==> config.mk <==
export PLATFORM = sky130hd
export DESIGN_NAME = stream_width_bridge
export DESIGN_NICKNAME = d
export VERILOG_FILES = /design/src/rtl/swb_pkg.sv /design/src/rtl/swb_pack.sv /design/src/rtl/swb_unpack.sv /design/src/rtl/stream_width_bridge.sv
export SDC_FILE = /design/constraint.sdc
export NUM_CORES = 1
export LEC_CHECK = 0
export BUFFER_PORTS_ARGS = -buffer_cell sky130_fd_sc_hd__buf_2
export CORE_MARGIN = 2
export CORE_UTILIZATION = 59
export CTS_BUF_LIST = sky130_fd_sc_hd__clkbuf_8 sky130_fd_sc_hd__clkbuf_16
export DETAILED_ROUTE_END_ITERATION = 12
export GPL_TIMING_DRIVEN = 1
export PLACE_DENSITY_LB_ADDON = 0.25
export SETUP_SLACK_MARGIN = 0.1
export SLEW_MARGIN = 20
export SYNTH_ARGS = -nofsm -noshare
export SYNTH_HDL_FRONTEND = slang
export SYNTH_SLANG_ARGS = --single-unit
==> constraint.sdc <==
create_clock -name clk -period 3.75 [get_ports clk]
set_input_delay 0.1875 -clock clk [delete_from_list [all_inputs] [get_ports clk]]
set_output_delay 0.1875 -clock clk [all_outputs]
set_load 0.01 [all_outputs]
==> src/rtl/swb_pkg.sv <==
package swb_pkg;

    typedef enum logic {PK_FILL, PK_FULL} pack_state_e;
    typedef enum logic {UP_EMPTY, UP_HOLD} unpack_state_e;
    typedef enum logic {BT_RUN, BT_DONE} batch_state_e;

    function automatic int swb_gcd(input int a, input int b);
        int x;
        int y;
        int t;
        x = a;
        y = b;
        while (y != 0) begin
            t = x % y;
            x = y;
            y = t;
        end
        return x;
    endfunction

    function automatic int swb_lcm(input int a, input int b);
        return (a / swb_gcd(a, b)) * b;
    endfunction

endpackage

==> src/rtl/swb_pack.sv <==
module swb_pack #(
    parameter int W = 4,
    parameter int R = 2
) (
    input  logic           clk,
    input  logic           rst,
    input  logic           in_valid,
    output logic           in_ready,
    input  logic [W-1:0]   in_data,
    output logic           out_valid,
    input  logic           out_ready,
    output logic [W*R-1:0] out_data
);
    import swb_pkg::*;

    localparam int CW = (R > 1) ? $clog2(R) : 1;
    localparam logic [CW-1:0] LAST = CW'(R - 1);

    pack_state_e   st_q, st_d;
    logic [CW-1:0] slot_q;
    logic [W*R-1:0] word_q;

    always_comb begin
        st_d = st_q;
        unique case (st_q)
            PK_FILL: if (in_valid && slot_q == LAST) st_d = PK_FULL;
            PK_FULL: if (out_ready) st_d = PK_FILL;
            default: st_d = PK_FILL;
        endcase
    end

    always_ff @(posedge clk) begin
        if (rst) st_q <= PK_FILL;
        else     st_q <= st_d;
    end

    always_ff @(posedge clk) begin
        if (rst) begin
            slot_q <= '0;
        end else if (st_q == PK_FILL && in_valid) begin
            slot_q <= (slot_q == LAST) ? '0 : slot_q + 1'b1;
        end
    end

    always_ff @(posedge clk) begin
        if (st_q == PK_FILL && in_valid) word_q[slot_q*W +: W] <= in_data;
    end

    always_comb begin
        in_ready  = (st_q == PK_FILL);
        out_valid = (st_q == PK_FULL);
        out_data  = word_q;
    end

    // a presented wide word is held until taken
    a_r4_pack_hold: assert property (@(posedge clk) disable iff (rst)
        out_valid && !out_ready |=> out_valid && $stable(out_data));

    // reset empties the packer
    a_r5_pack_reset: assert property (@(posedge clk)
        rst |=> !out_valid && in_ready);

    // the packer never takes input while presenting a full word
    a_r1_pack_no_overrun: assert property (@(posedge clk) disable iff (rst)
        out_valid && !out_ready |=> !in_ready);

endmodule

==> src/rtl/swb_unpack.sv <==
module swb_unpack #(
    parameter int W = 4,
    parameter int R = 2
) (
    input  logic           clk,
    input  logic           rst,
    input  logic           in_valid,
    output logic           in_ready,
    input  logic [W*R-1:0] in_data,
    output logic           out_valid,
    input  logic           out_ready,
    output logic [W-1:0]   out_data
);
    import swb_pkg::*;

    localparam int CW = (R > 1) ? $clog2(R) : 1;
    localparam logic [CW-1:0] LAST = CW'(R - 1);

    unpack_state_e  st_q, st_d;
    logic [CW-1:0]  idx_q;
    logic [W*R-1:0] word_q;

    always_comb begin
        st_d = st_q;
        unique case (st_q)
            UP_EMPTY: if (in_valid) st_d = UP_HOLD;
            UP_HOLD:  if (out_ready && idx_q == LAST) st_d = UP_EMPTY;
            default:  st_d = UP_EMPTY;
        endcase
    end

    always_ff @(posedge clk) begin
        if (rst) st_q <= UP_EMPTY;
        else     st_q <= st_d;
    end

    always_ff @(posedge clk) begin
        if (rst) begin
            idx_q <= '0;
        end else if (st_q == UP_HOLD && out_ready) begin
            idx_q <= (idx_q == LAST) ? '0 : idx_q + 1'b1;
        end
    end

    always_ff @(posedge clk) begin
        if (st_q == UP_EMPTY && in_valid) word_q <= in_data;
    end

    always_comb begin
        in_ready  = (st_q == UP_EMPTY);
        out_valid = (st_q == UP_HOLD);
        out_data  = word_q[idx_q*W +: W];
    end

    // a presented slice is held until taken
    a_r4_unpack_hold: assert property (@(posedge clk) disable iff (rst)
        out_valid && !out_ready |=> out_valid && $stable(out_data));

    // reset empties the unpacker
    a_r5_unpack_reset: assert property (@(posedge clk)
        rst |=> !out_valid && in_ready);

    // a fresh wide word is always emitted from its lowest slice
    a_r2_unpack_low_first: assert property (@(posedge clk) disable iff (rst)
        in_valid && in_ready |=> out_valid && out_data == $past(in_data[W-1:0]));

endmodule

==> src/rtl/stream_width_bridge.sv <==
module stream_width_bridge #(
    parameter int IN_W         = 6,
    parameter int OUT_W        = 4,
    parameter int NUM_IN_WORDS = 4,
    parameter int NUM_REPS     = 3
) (
    input  logic             clk,
    input  logic             rst,
    input  logic             in_valid,
    output logic             in_ready,
    input  logic [IN_W-1:0]  in_data,
    output logic             out_valid,
    input  logic             out_ready,
    output logic [OUT_W-1:0] out_data
);
    import swb_pkg::*;

    localparam int MID_W  = swb_lcm(IN_W, OUT_W);
    localparam int TOTAL  = NUM_IN_WORDS * NUM_REPS;
    localparam int TW     = $clog2(TOTAL + 1);
    localparam bit SAME   = (IN_W == OUT_W);
    localparam bit WIDEN  = !SAME && (OUT_W % IN_W == 0);
    localparam bit NARROW = !SAME && (IN_W % OUT_W == 0);
    localparam bit TWO_ST = !SAME && !WIDEN && !NARROW;

    if ((NUM_IN_WORDS * IN_W) % OUT_W != 0) begin : g_bad_bits
        $error("frame bit count is not a whole number of output words");
    end
    if (TWO_ST && (NUM_IN_WORDS % (MID_W / IN_W) != 0)) begin : g_bad_frame
        $error("frame is not a whole number of intermediate words");
    end

    batch_state_e  bt_q, bt_d;
    logic [TW-1:0] seen_q;
    logic          st_in_valid;
    logic          st_in_ready;
    logic          take;

    assign st_in_valid = in_valid && (bt_q == BT_RUN);
    assign take        = st_in_valid && st_in_ready;

    always_comb begin
        bt_d = bt_q;
        unique case (bt_q)
            BT_RUN:  if (take && seen_q == TW'(TOTAL - 1)) bt_d = BT_DONE;
            BT_DONE: bt_d = BT_DONE;
            default: bt_d = BT_RUN;
        endcase
    end

    always_ff @(posedge clk) begin
        if (rst) bt_q <= BT_RUN;
        else     bt_q <= bt_d;
    end

    always_ff @(posedge clk) begin
        if (rst)       seen_q <= '0;
        else if (take) seen_q <= seen_q + 1'b1;
    end

    always_comb in_ready = (bt_q == BT_RUN) && st_in_ready;

    if (SAME || WIDEN) begin : g_pack_only
        swb_pack #(.W(IN_W), .R(OUT_W / IN_W)) i_pack (
            .clk(clk), .rst(rst),
            .in_valid(st_in_valid), .in_ready(st_in_ready), .in_data(in_data),
            .out_valid(out_valid), .out_ready(out_ready), .out_data(out_data));
    end else if (NARROW) begin : g_unpack_only
        swb_unpack #(.W(OUT_W), .R(IN_W / OUT_W)) i_unpack (
            .clk(clk), .rst(rst),
            .in_valid(st_in_valid), .in_ready(st_in_ready), .in_data(in_data),
            .out_valid(out_valid), .out_ready(out_ready), .out_data(out_data));
    end else begin : g_two_stage
        logic             mid_valid;
        logic             mid_ready;
        logic [MID_W-1:0] mid_data;

        swb_pack #(.W(IN_W), .R(MID_W / IN_W)) i_pack (
            .clk(clk), .rst(rst),
            .in_valid(st_in_valid), .in_ready(st_in_ready), .in_data(in_data),
            .out_valid(mid_valid), .out_ready(mid_ready), .out_data(mid_data));

        swb_unpack #(.W(OUT_W), .R(MID_W / OUT_W)) i_unpack (
            .clk(clk), .rst(rst),
            .in_valid(mid_valid), .in_ready(mid_ready), .in_data(mid_data),
            .out_valid(out_valid), .out_ready(out_ready), .out_data(out_data));

        // the internal word is held until the unpacker takes it
        a_r4_mid_hold: assert property (@(posedge clk) disable iff (rst)
            mid_valid && !mid_ready |=> mid_valid && $stable(mid_data));
    end

    // once the batch is complete the input stays closed
    a_r6_batch_sticky: assert property (@(posedge clk) disable iff (rst)
        bt_q == BT_DONE |=> bt_q == BT_DONE && !in_ready);

    // no accepted word beyond the batch size
    a_r6_count_bound: assert property (@(posedge clk) disable iff (rst)
        in_valid && in_ready |-> seen_q < TW'(TOTAL));

    // reset leaves no output offered
    a_r5_top_reset: assert property (@(posedge clk)
        rst |=> !out_valid);

endmodule

==> results of run 1 <==
==> area by class of cell <==
cell class	instances	area, µm²
Sequential cell	34	921
Fill cell	158	644
Multi-Input combinational cell	58	373
Timing Repair Buffer	15	75.1
Clock buffer	5	68.8
Clock inverter	3	45.0
Tap cell	28	35.0
Inverter	2	7.51
==> worst max-delay path, cell delays in order, from the launching register on <==
cell	delay, ns
dfxtp_1	0.36
nor3b_4	0.40
nor2b_1	0.48
==> cells by family after synthesis <==
logic type	after synthesis	synth area share, %
multiplexers	5	3.80
flip-flops	34	69.9
buffers and inverters	5	1.80
AO/OA/AOI/OAI	11	4.65
XOR/XNOR	3	1.99
adder cells (fa/ha/maj)	1	0.950
AND/OR/NAND/NOR	38	16.9
==> worst paths after layout <==
path / end / slack, ns / cells after the start
worst max-delay path: g_two_stage.i_pack.out_data[0] / 2.16 / 2
worst min-delay path: g_two_stage.i_pack.out_data[11] / 0.19 / 2
worst max register to register: g_two_stage.i_pack.out_data[0] / 2.16 / 2
worst min register to register: g_two_stage.i_unpack.word_q[8] / 0.42 / 0
==> sequential cells by signal (all words and copies together), names as in the netlist <==
signal,flops
bt_q,1
g_two_stage.i_pack.out_data,12
g_two_stage.i_pack.out_valid,1
g_two_stage.i_pack.slot_q,1
g_two_stage.i_unpack.idx_q,2
g_two_stage.i_unpack.out_valid,1
g_two_stage.i_unpack.word_q,12
seen_q,4
==> placed cells by master (no fill, tap or decap), types with 4 or more instances in the layout <==
cell type / count
buf_2: 15
nor2b_1: 9
dfxtp_1: 10
nor2_1: 8
o21ai_0: 4
and2_1: 6
mux2i_1: 5
nand2_1: 7
edfxtp_1: 24
a21oi_1: 4
clkbuf_8: 5
==> per-layer routing <==
metal  vias to the layer above  global-route usage [%]  routed length (µm)
li1                        378                       -                   -
met5                         -                       0                   0
met3                         7                    7.02                  83
met4                         0                    10.5                  43
met1                       331                    16.7                 801
met2                        15                    26.0                 849
==> through the flow <==
step	hold slack (ns)	cells	utilization (%)	total power (W)
3_5_place_dp	0.405	137	65.1	0.000490
4_1_cts	0.185	145	70.3	0.000815
6_report	0.192	145	70.3	0.000808
5_1_grt	0.190	145	70.3	0.000833
3_3_place_gp	0.407	137	65.1	0.000487
2_1_floorplan	0.360	97	-	0.000473
==> report_power, final <==
part	switching (W)	total, W	internal, W
Combinational	0.0000223	0.0000424	0.0000202
Sequential	0.0000128	0.000438	0.000426
Clock	0.000129	0.000327	0.000197
==> reports/metrics.cfg, run 1 <==
[clock_tree]
ctsHoldBuffers=0
cts_tree=yes
clk_pin_slew_ns=0.07
post_cts_buffers=0
cts_sinks=34
clk-insertion-delay-late_ns=0.28
cts-root-buf=clkbuf_8
post_cts_resized=0
cts.path.max_buffers=2
cts_made_buffers=5
htreeDepth=2

[global_routing]
grt.total_usage_pct=16.0
grt_pass1_wl_mm=2.81
grt_overflow=0
grt_max_degree=17
antenna_found_initial=0
grt_pass1_vias=654

[synthesis]
seq_area_frac_synth_pct=69.9
synth.most_common_cell=edfxtp_1
ys_types=26
ys_ff_latch=34
syn-num-nets=108
synth_largest_area_cell=edfxtp_1
netlist_area_um2=1320
synth_edf_count=24
synth.avg_cell_area_um2=13.6
synth-main-ff-cell=edfxtp_1
syn-instance-count=97
synthTopCellsByCount=24 x edfxtp_1, 10 x dfxtp_1, 9 x nor2b_1
ys_warn_count=0
synth_area_leaders=edfxtp_1 55%, dfxtp_1 15%, nor2b_1 4.3%, mux2i_1 3.8%, and2_1 2.8%
synth_top_area_share_pct=54.7
synthArstFlopShare_pct=0

[sta]
min_period_ns=1.59
hold_violations=0
finalSetupTns_ns=0
final.period_utilization_pct=42.4
finalSetupViolCount=0
timing.fmax_mhz=628
fin_ws_ns=2.16
slew_viol_final=0
rsz0062_at_grt=false
max_slew_margin_pct=37.9
finalClockSkew_ns=0.00866
worst_slew_pin_slew_ns=0.930

[route]
wl_per_cell_um=12.3
drtIter0Drc=6
via_per_inst=5.04
first_pass_iters=3
vias=731
drt-total-wl_mm=1.78
ant_nets=0
drc=0

[place]
placed_area_um2=1410
dp_worst_setup_slack_ns=2.16
dp_hpwl_mm=1.28
gp_congestion=0.762
port-buffer-count=15

[run]
drv_cap=0

[final_layout]
stdcell_area_um2=1530
diodes=0
fin_nets=127
drive_gt1_share_pct=21.4
syn_to_final_growth_pct=15.8

[pwr]
power_density_nw_per_um2=529
p_leak_nw=0.543
peakVddDrop_uv=364

[floorplan]
dieHeight_um=51.3
initial_utilization_pct=60.7
rows=17
pin_count=16
die_w_um=51.3
die_area_um2=2630
coreArea_um2=2170

[worst_setup_path]
path_class=register to register
crit_fanout=8
start_kind=register
timing.rr.start=bt_q
crit_required_ns=3.68
worst_setup_path_end_kind=register
arrival_ns=1.52
worstSetupStartpoint=bt_q

[min_path]
hp-start=in_data[5]
holdCritPathClass=primary input to register

[outcome]
status=finished clean

Power figures use the tool's default switching activity.
==> run 2: changes to the inputs <==
--- a/config.mk
+++ b/config.mk
@@ -7,7 +7,7 @@
 export LEC_CHECK = 0
 export BUFFER_PORTS_ARGS = -buffer_cell sky130_fd_sc_hd__buf_2
 export CORE_MARGIN = 2
-export CORE_UTILIZATION = 59
+export CORE_UTILIZATION = 50
 export CTS_BUF_LIST = sky130_fd_sc_hd__clkbuf_8 sky130_fd_sc_hd__clkbuf_16
 export DETAILED_ROUTE_END_ITERATION = 12
 export GPL_TIMING_DRIVEN = 1
==> constraint.sdc (replaced) <==
create_clock -name clk -period 1.4 [get_ports clk]
set_input_delay 0.07 -clock clk [delete_from_list [all_inputs] [get_ports clk]]
set_output_delay 0.07 -clock clk [all_outputs]
set_load 0.01 [all_outputs]
==> reports/metrics.cfg, run 2 (synthesis results as in run 1) <==
[worst_setup_path]
slowest_delay_ns=0.39  ; -0.09 ns
crit_fanout=9  ; +1
crit_chain=nor2b_4 > nand2_1 > o21ai_0 > buf_2
path_class=register to output pin
start_kind=register
worst_setup_path_end_kind=output pin
arrival_ns=1.14  ; -0.38 ns
slowest_stage=dfxtp_2
crit_required_ns=1.33  ; -2.35 ns

[clock_tree]
cts-root-buf=clkbuf_8
cts_made_buffers=5  ; unchanged
htreeDepth=2  ; unchanged
post_cts_buffers=0  ; unchanged
cts_sinks=34  ; unchanged
cts.path.max_buffers=2  ; unchanged
cts_tree=yes
clk-insertion-delay-late_ns=0.28  ; about the same
clk_pin_slew_ns=0.05  ; -0.02 ns

[global_routing]
grt_pass1_vias=723  ; +11%
met3_usage_pct=7.03  ; +0.0082 points
grt.total_usage_pct=13.7  ; -2.3 points
use_met1_pct=14.2  ; -2.5 points
antenna_found_initial=0  ; unchanged
grtUsageMet2_pct=21.9  ; -4.0 points
grt_pass1_wl_mm=3.04  ; +8.1%
grt_max_degree=14  ; -3
grt.busiest_layer=met2
grt_overflow=0  ; unchanged

[sta]
max_slew_margin_pct=84.7  ; +47 points
final.period_utilization_pct=86.4
min_period_ns=1.21
finalSetupTns_ns=0  ; unchanged
finalClockSkew_ns=0.00489  ; -0.00376 ns
timing.fmax_mhz=827
worst_slew_pin_slew_ns=0.229  ; -0.701 ns
finalSetupViolCount=0  ; unchanged
slew_viol_final=0  ; unchanged
hold_violations=0  ; unchanged
rsz0062_at_grt=false

[run]
drv_cap=0  ; unchanged

[outcome]
status=finished clean

[route]
first_pass_iters=4  ; +1
via_per_inst=4.93  ; -2.3%
drt-total-wl_mm=1.83  ; +2.7%
ant_nets=0  ; unchanged
wl_per_cell_um=12.2  ; -0.72%
drc=0  ; unchanged
vias=739  ; +1.1%
drtIter0Drc=14  ; +8

[final_layout]
diodes=0  ; unchanged
fin_nets=130  ; +2.4%
drive_gt1_share_pct=25.0  ; +3.6 points
syn_to_final_growth_pct=16.8
layout_common_cells=24 x edfxtp_1, 15 x buf_2, 8 x nor2_1, 8 x dfxtp_1, 7 x nand2_1
final.fill_count=196  ; +24%
final_core_util_pct=62.1  ; -8.2 points
final_common_cell=edfxtp_1

[pwr]
p_int_w=0.00154  ; +140%
power_density_nw_per_um2=1260  ; +140%
clkPwrFrac_pct=32.5  ; -8.0 points
p_leak_nw=0.567  ; +4.4%
power.share.sequential_pct=60.4  ; +6.1 points
sw_frac_of_total_pct=20.5  ; +0.19 points
peakVddDrop_uv=972  ; +170%
netSwitchingPower_w=0.000397  ; +140%
power_frac_comb_pct=7.0  ; +1.7 points

[place]
dp_hpwl_mm=1.36  ; +6.4%
gp_congestion=0.716  ; -6.1%
port-buffer-count=15  ; unchanged

[floorplan]
dieHeight_um=55.3  ; +8.0%
pin_count=16  ; unchanged
die_area_um2=3060  ; +17%
die_w_um=55.3  ; +8.0%
initial_utilization_pct=53.2  ; -7.5 points
rows=18  ; +1
coreArea_um2=2480  ; +14%

[min_path]
holdCritPathClass=primary input to register

run 2: cell type report:
type,count,area (µm²),share of cell area [%]
inverter,2,7.51,0.488
clock buffer,5,68.8,4.47
clock inverter,3,11.3,0.732
multi-input combinational,58,390,25.4
timing repair buffer,18,97.6,6.34
sequential,34,926,60.2
tap,30,37.5,2.44
run 2: per-layer routing:
layer  vias up  routed length [µm]
met1       335                 776
met5         -                   0
li1        384                   -
met2        15                 898
met3         5                 104
met4         0                  44
run 2: what timing repair did:
action / in CTS / in global routing
gates resized for setup: 3 / 2
endpoints found under the setup margin: 4 / 3
hold buffers: 0 / 0
run 2: path summary, 6_finish.rpt:
path / end / cells past startpoint / slack (ns) / from
worst max-delay path: out_data[3] / 4 / 0.19 / g_two_stage.i_unpack.idx_q[0]
worst min-delay path: g_two_stage.i_unpack.idx_q[0] / 2 / 0.08 / rst
worst max register to register: g_two_stage.i_pack.out_data[2] / 2 / 0.23 / bt_q
worst min register to register: g_two_stage.i_unpack.word_q[2] / 0 / 0.43 / g_two_stage.i_pack.out_data[2]
run 2: per-stage QoR:
stage | worst slack [ns] | instances | instance area [µm²] | total power, W | hold WS, ns
CTS | 0.141 | 150 | 1530 | 0.00196 | 0.0645
global placement | 0.273 | 142 | 1450 | 0.00132 | 0.367
floorplan | 0.152 | 97 | 1330 | 0.00127 | 0.243
global route | 0.130 | 150 | 1540 | 0.00201 | 0.0847
finish | 0.190 | 150 | 1540 | 0.00193 | 0.0786
detailed placement | 0.214 | 142 | 1450 | 0.00133 | 0.373
run 2: worst max-delay path, delay by kind of cell, from the launching register on:
kind	cells	cell delay, ns
and+or+nand+nor	2	0.25
AOI/OAI and AO/OA	1	0.07
buffers and inverters	1	0.15
DFF	1	0.39
run 2: power by group through the flow:
stage,registers (W),clock network [W],logic [W]
6_report,0.00117,0.000629,0.000136
5_1_grt,0.00117,0.000685,0.000157
4_1_cts,0.00117,0.000656,0.000138
3_5_place_dp,0.00119,0,0.000136
3_3_place_gp,0.00119,0,0.000132
2_1_floorplan,0.00118,0,0.0000917
==> run 3: changes to the inputs <==
--- a/config.mk
+++ b/config.mk
@@ -11,7 +11,7 @@
 export CTS_BUF_LIST = sky130_fd_sc_hd__clkbuf_8 sky130_fd_sc_hd__clkbuf_16
 export DETAILED_ROUTE_END_ITERATION = 12
 export GPL_TIMING_DRIVEN = 1
-export PLACE_DENSITY_LB_ADDON = 0.25
+export PLACE_DENSITY = 0.75
 export SETUP_SLACK_MARGIN = 0.1
 export SLEW_MARGIN = 20
 export SYNTH_ARGS = -nofsm -noshare
==> reports/metrics.cfg, run 3 (synthesis results as in run 1) <==
[sta]
finalSetupViolCount=0  ; unchanged
finalSetupTns_ns=0  ; unchanged
finalClockSkew_ns=0.00490  ; +0.00000439 ns
max_slew_margin_pct=84.4  ; -0.24 points
timing.fmax_mhz=838  ; +1.3%
worst_slew_pin_slew_ns=0.233  ; +0.00363 ns
slew_viol_final=0  ; unchanged
final.period_utilization_pct=85.3  ; -1.1 points
min_period_ns=1.19  ; -0.0158 ns
hold_violations=0  ; unchanged
timing.hold.ws_ns=0.0854  ; +0.00678 ns
rsz0062_at_grt=false

[worst_setup_path]
start_kind=register
crit_fanout=9  ; unchanged
path_class=register to output pin
crit_buf_inv=1  ; unchanged
crit_required_ns=1.33  ; about the same
slowest_delay_ns=0.42  ; +0.03 ns
crit_chain=mux2i_1 > o21ai_0 > buf_2
worst_setup_path_end_kind=output pin
rrSetupSlack_ns=0.27  ; +0.04 ns
crit_family=flip-flops
slowest_stage=dfxtp_4
arrival_ns=1.12  ; -0.02 ns

[final_layout]
syn_to_final_growth_pct=16.8  ; unchanged
stdcell_count=150  ; unchanged
final_common_cell=edfxtp_1
layout_common_cells=24 x edfxtp_1, 15 x buf_2, 8 x nor2_1, 8 x dfxtp_1, 7 x nand2_1
fin_nets=130  ; unchanged
drive_gt1_share_pct=25.0  ; unchanged
diodes=0  ; unchanged

[clock_tree]
ctsHoldBuffers=0  ; unchanged
clk-insertion-delay-late_ns=0.27  ; about the same
clk_pin_slew_ns=0.06  ; about the same
cts_sinks=34  ; unchanged
htreeDepth=2  ; unchanged
cts_tree=yes
post_cts_buffers=0  ; unchanged
cts-root-buf=clkbuf_8
cts_made_buffers=5  ; unchanged
cts.path.max_buffers=2  ; unchanged

[pwr]
p_leak_nw=0.567  ; unchanged
power_w=0.00192  ; -0.49%
power_density_nw_per_um2=1250  ; -0.49%
peakVddDrop_uv=826  ; -15%

[route]
drc=0  ; unchanged
ant_nets=0  ; unchanged
first_pass_iters=2  ; -2
drt-total-wl_mm=1.76  ; -3.4%
drtIter0Drc=10  ; -4
wl_per_cell_um=11.8  ; -3.4%
via_per_inst=4.91  ; -0.41%
vias=736  ; -0.41%

[outcome]
status=finished clean

[floorplan]
die_w_um=55.3  ; unchanged
die_area_um2=3060  ; unchanged
pin_count=16  ; unchanged
initial_utilization_pct=53.2  ; unchanged
dieHeight_um=55.3  ; unchanged
rows=18  ; unchanged
coreArea_um2=2480  ; unchanged

[place]
port-buffer-count=15  ; unchanged
gp_congestion=0.699  ; -2.4%
dp_cells=142  ; unchanged
dp_hpwl_mm=1.33  ; -2.6%

[global_routing]
grt_overflow=0  ; unchanged
antenna_found_initial=0  ; unchanged
grt_pass1_wl_mm=2.97  ; -2.1%
grt.total_usage_pct=13.1  ; -0.66 points
grt_pass1_vias=712  ; -1.5%
grt_max_degree=14  ; unchanged

[min_path]
holdCritPathClass=primary input to register

[run]
drv_cap=0  ; unchanged

[run 3: cell counts in the layout (fill, tap and decap cells not counted)]
No cell type changed its count.
[run 3: per-stage QoR]
step,area (µm²),util [%],setup WS (ns)
2_1_floorplan,1330,-,0.152
3_3_place_gp,1450,58.4,0.287
3_5_place_dp,1450,58.4,0.265
4_1_cts,1530,61.8,0.146
5_1_grt,1540,62.1,0.119
6_report,1540,62.1,0.206
[run 3: routing by layer]
layer | vias up | share of wire [%] | global-route usage [%]
met2 | 15 | 50 | 21.4
met4 | 0 | 1.4 | 7.32
li1 | 385 | - | -
met1 | 332 | 44 | 14.2
met5 | - | 0 | 0
met3 | 4 | 5.3 | 5.39
[run 3: final cells by class]
class                      instances  area, µm²
multi-input combinational         58        390
tap                               30       37.5
inverter                           2       7.51
clock buffer                       5       68.8
clock inverter                     3       11.3
timing repair buffer              18       97.6
fill                             207        938
sequential                        34        926
[run 3: worst reg2reg max path, delay by kind of cell (launching register included)]
kind	cells	cell delay, ns
AND/OR/NAND/NOR	2	0.47
flip-flops	1	0.35
[run 3: path summary, 6_finish.rpt]
| path | startpoint | end | cells past startpoint |
|---|---|---|---|
| worst max-delay path | g_two_stage.i_unpack.idx_q[1] | out_data[0] | 3 |
| worst min-delay path | rst | g_two_stage.i_unpack.idx_q[1] | 2 |
| worst max register to register | bt_q | g_two_stage.i_pack.out_data[8] | 2 |
| worst min register to register | g_two_stage.i_pack.out_data[7] | g_two_stage.i_unpack.word_q[7] | 0 |
[run 3: what timing repair did]
action                     in CTS  in global routing
resized for setup               3                  2
pin swaps                       0                  0
setup endpoints to repair       4                  1
[run 3: power by group]
part | switching (W) | internal (W)
Clock | 0.000290 | 0.000330
Combinational | 0.0000695 | 0.0000667
Sequential | 0.0000274 | 0.00114
Total | 0.000387 | 0.00154
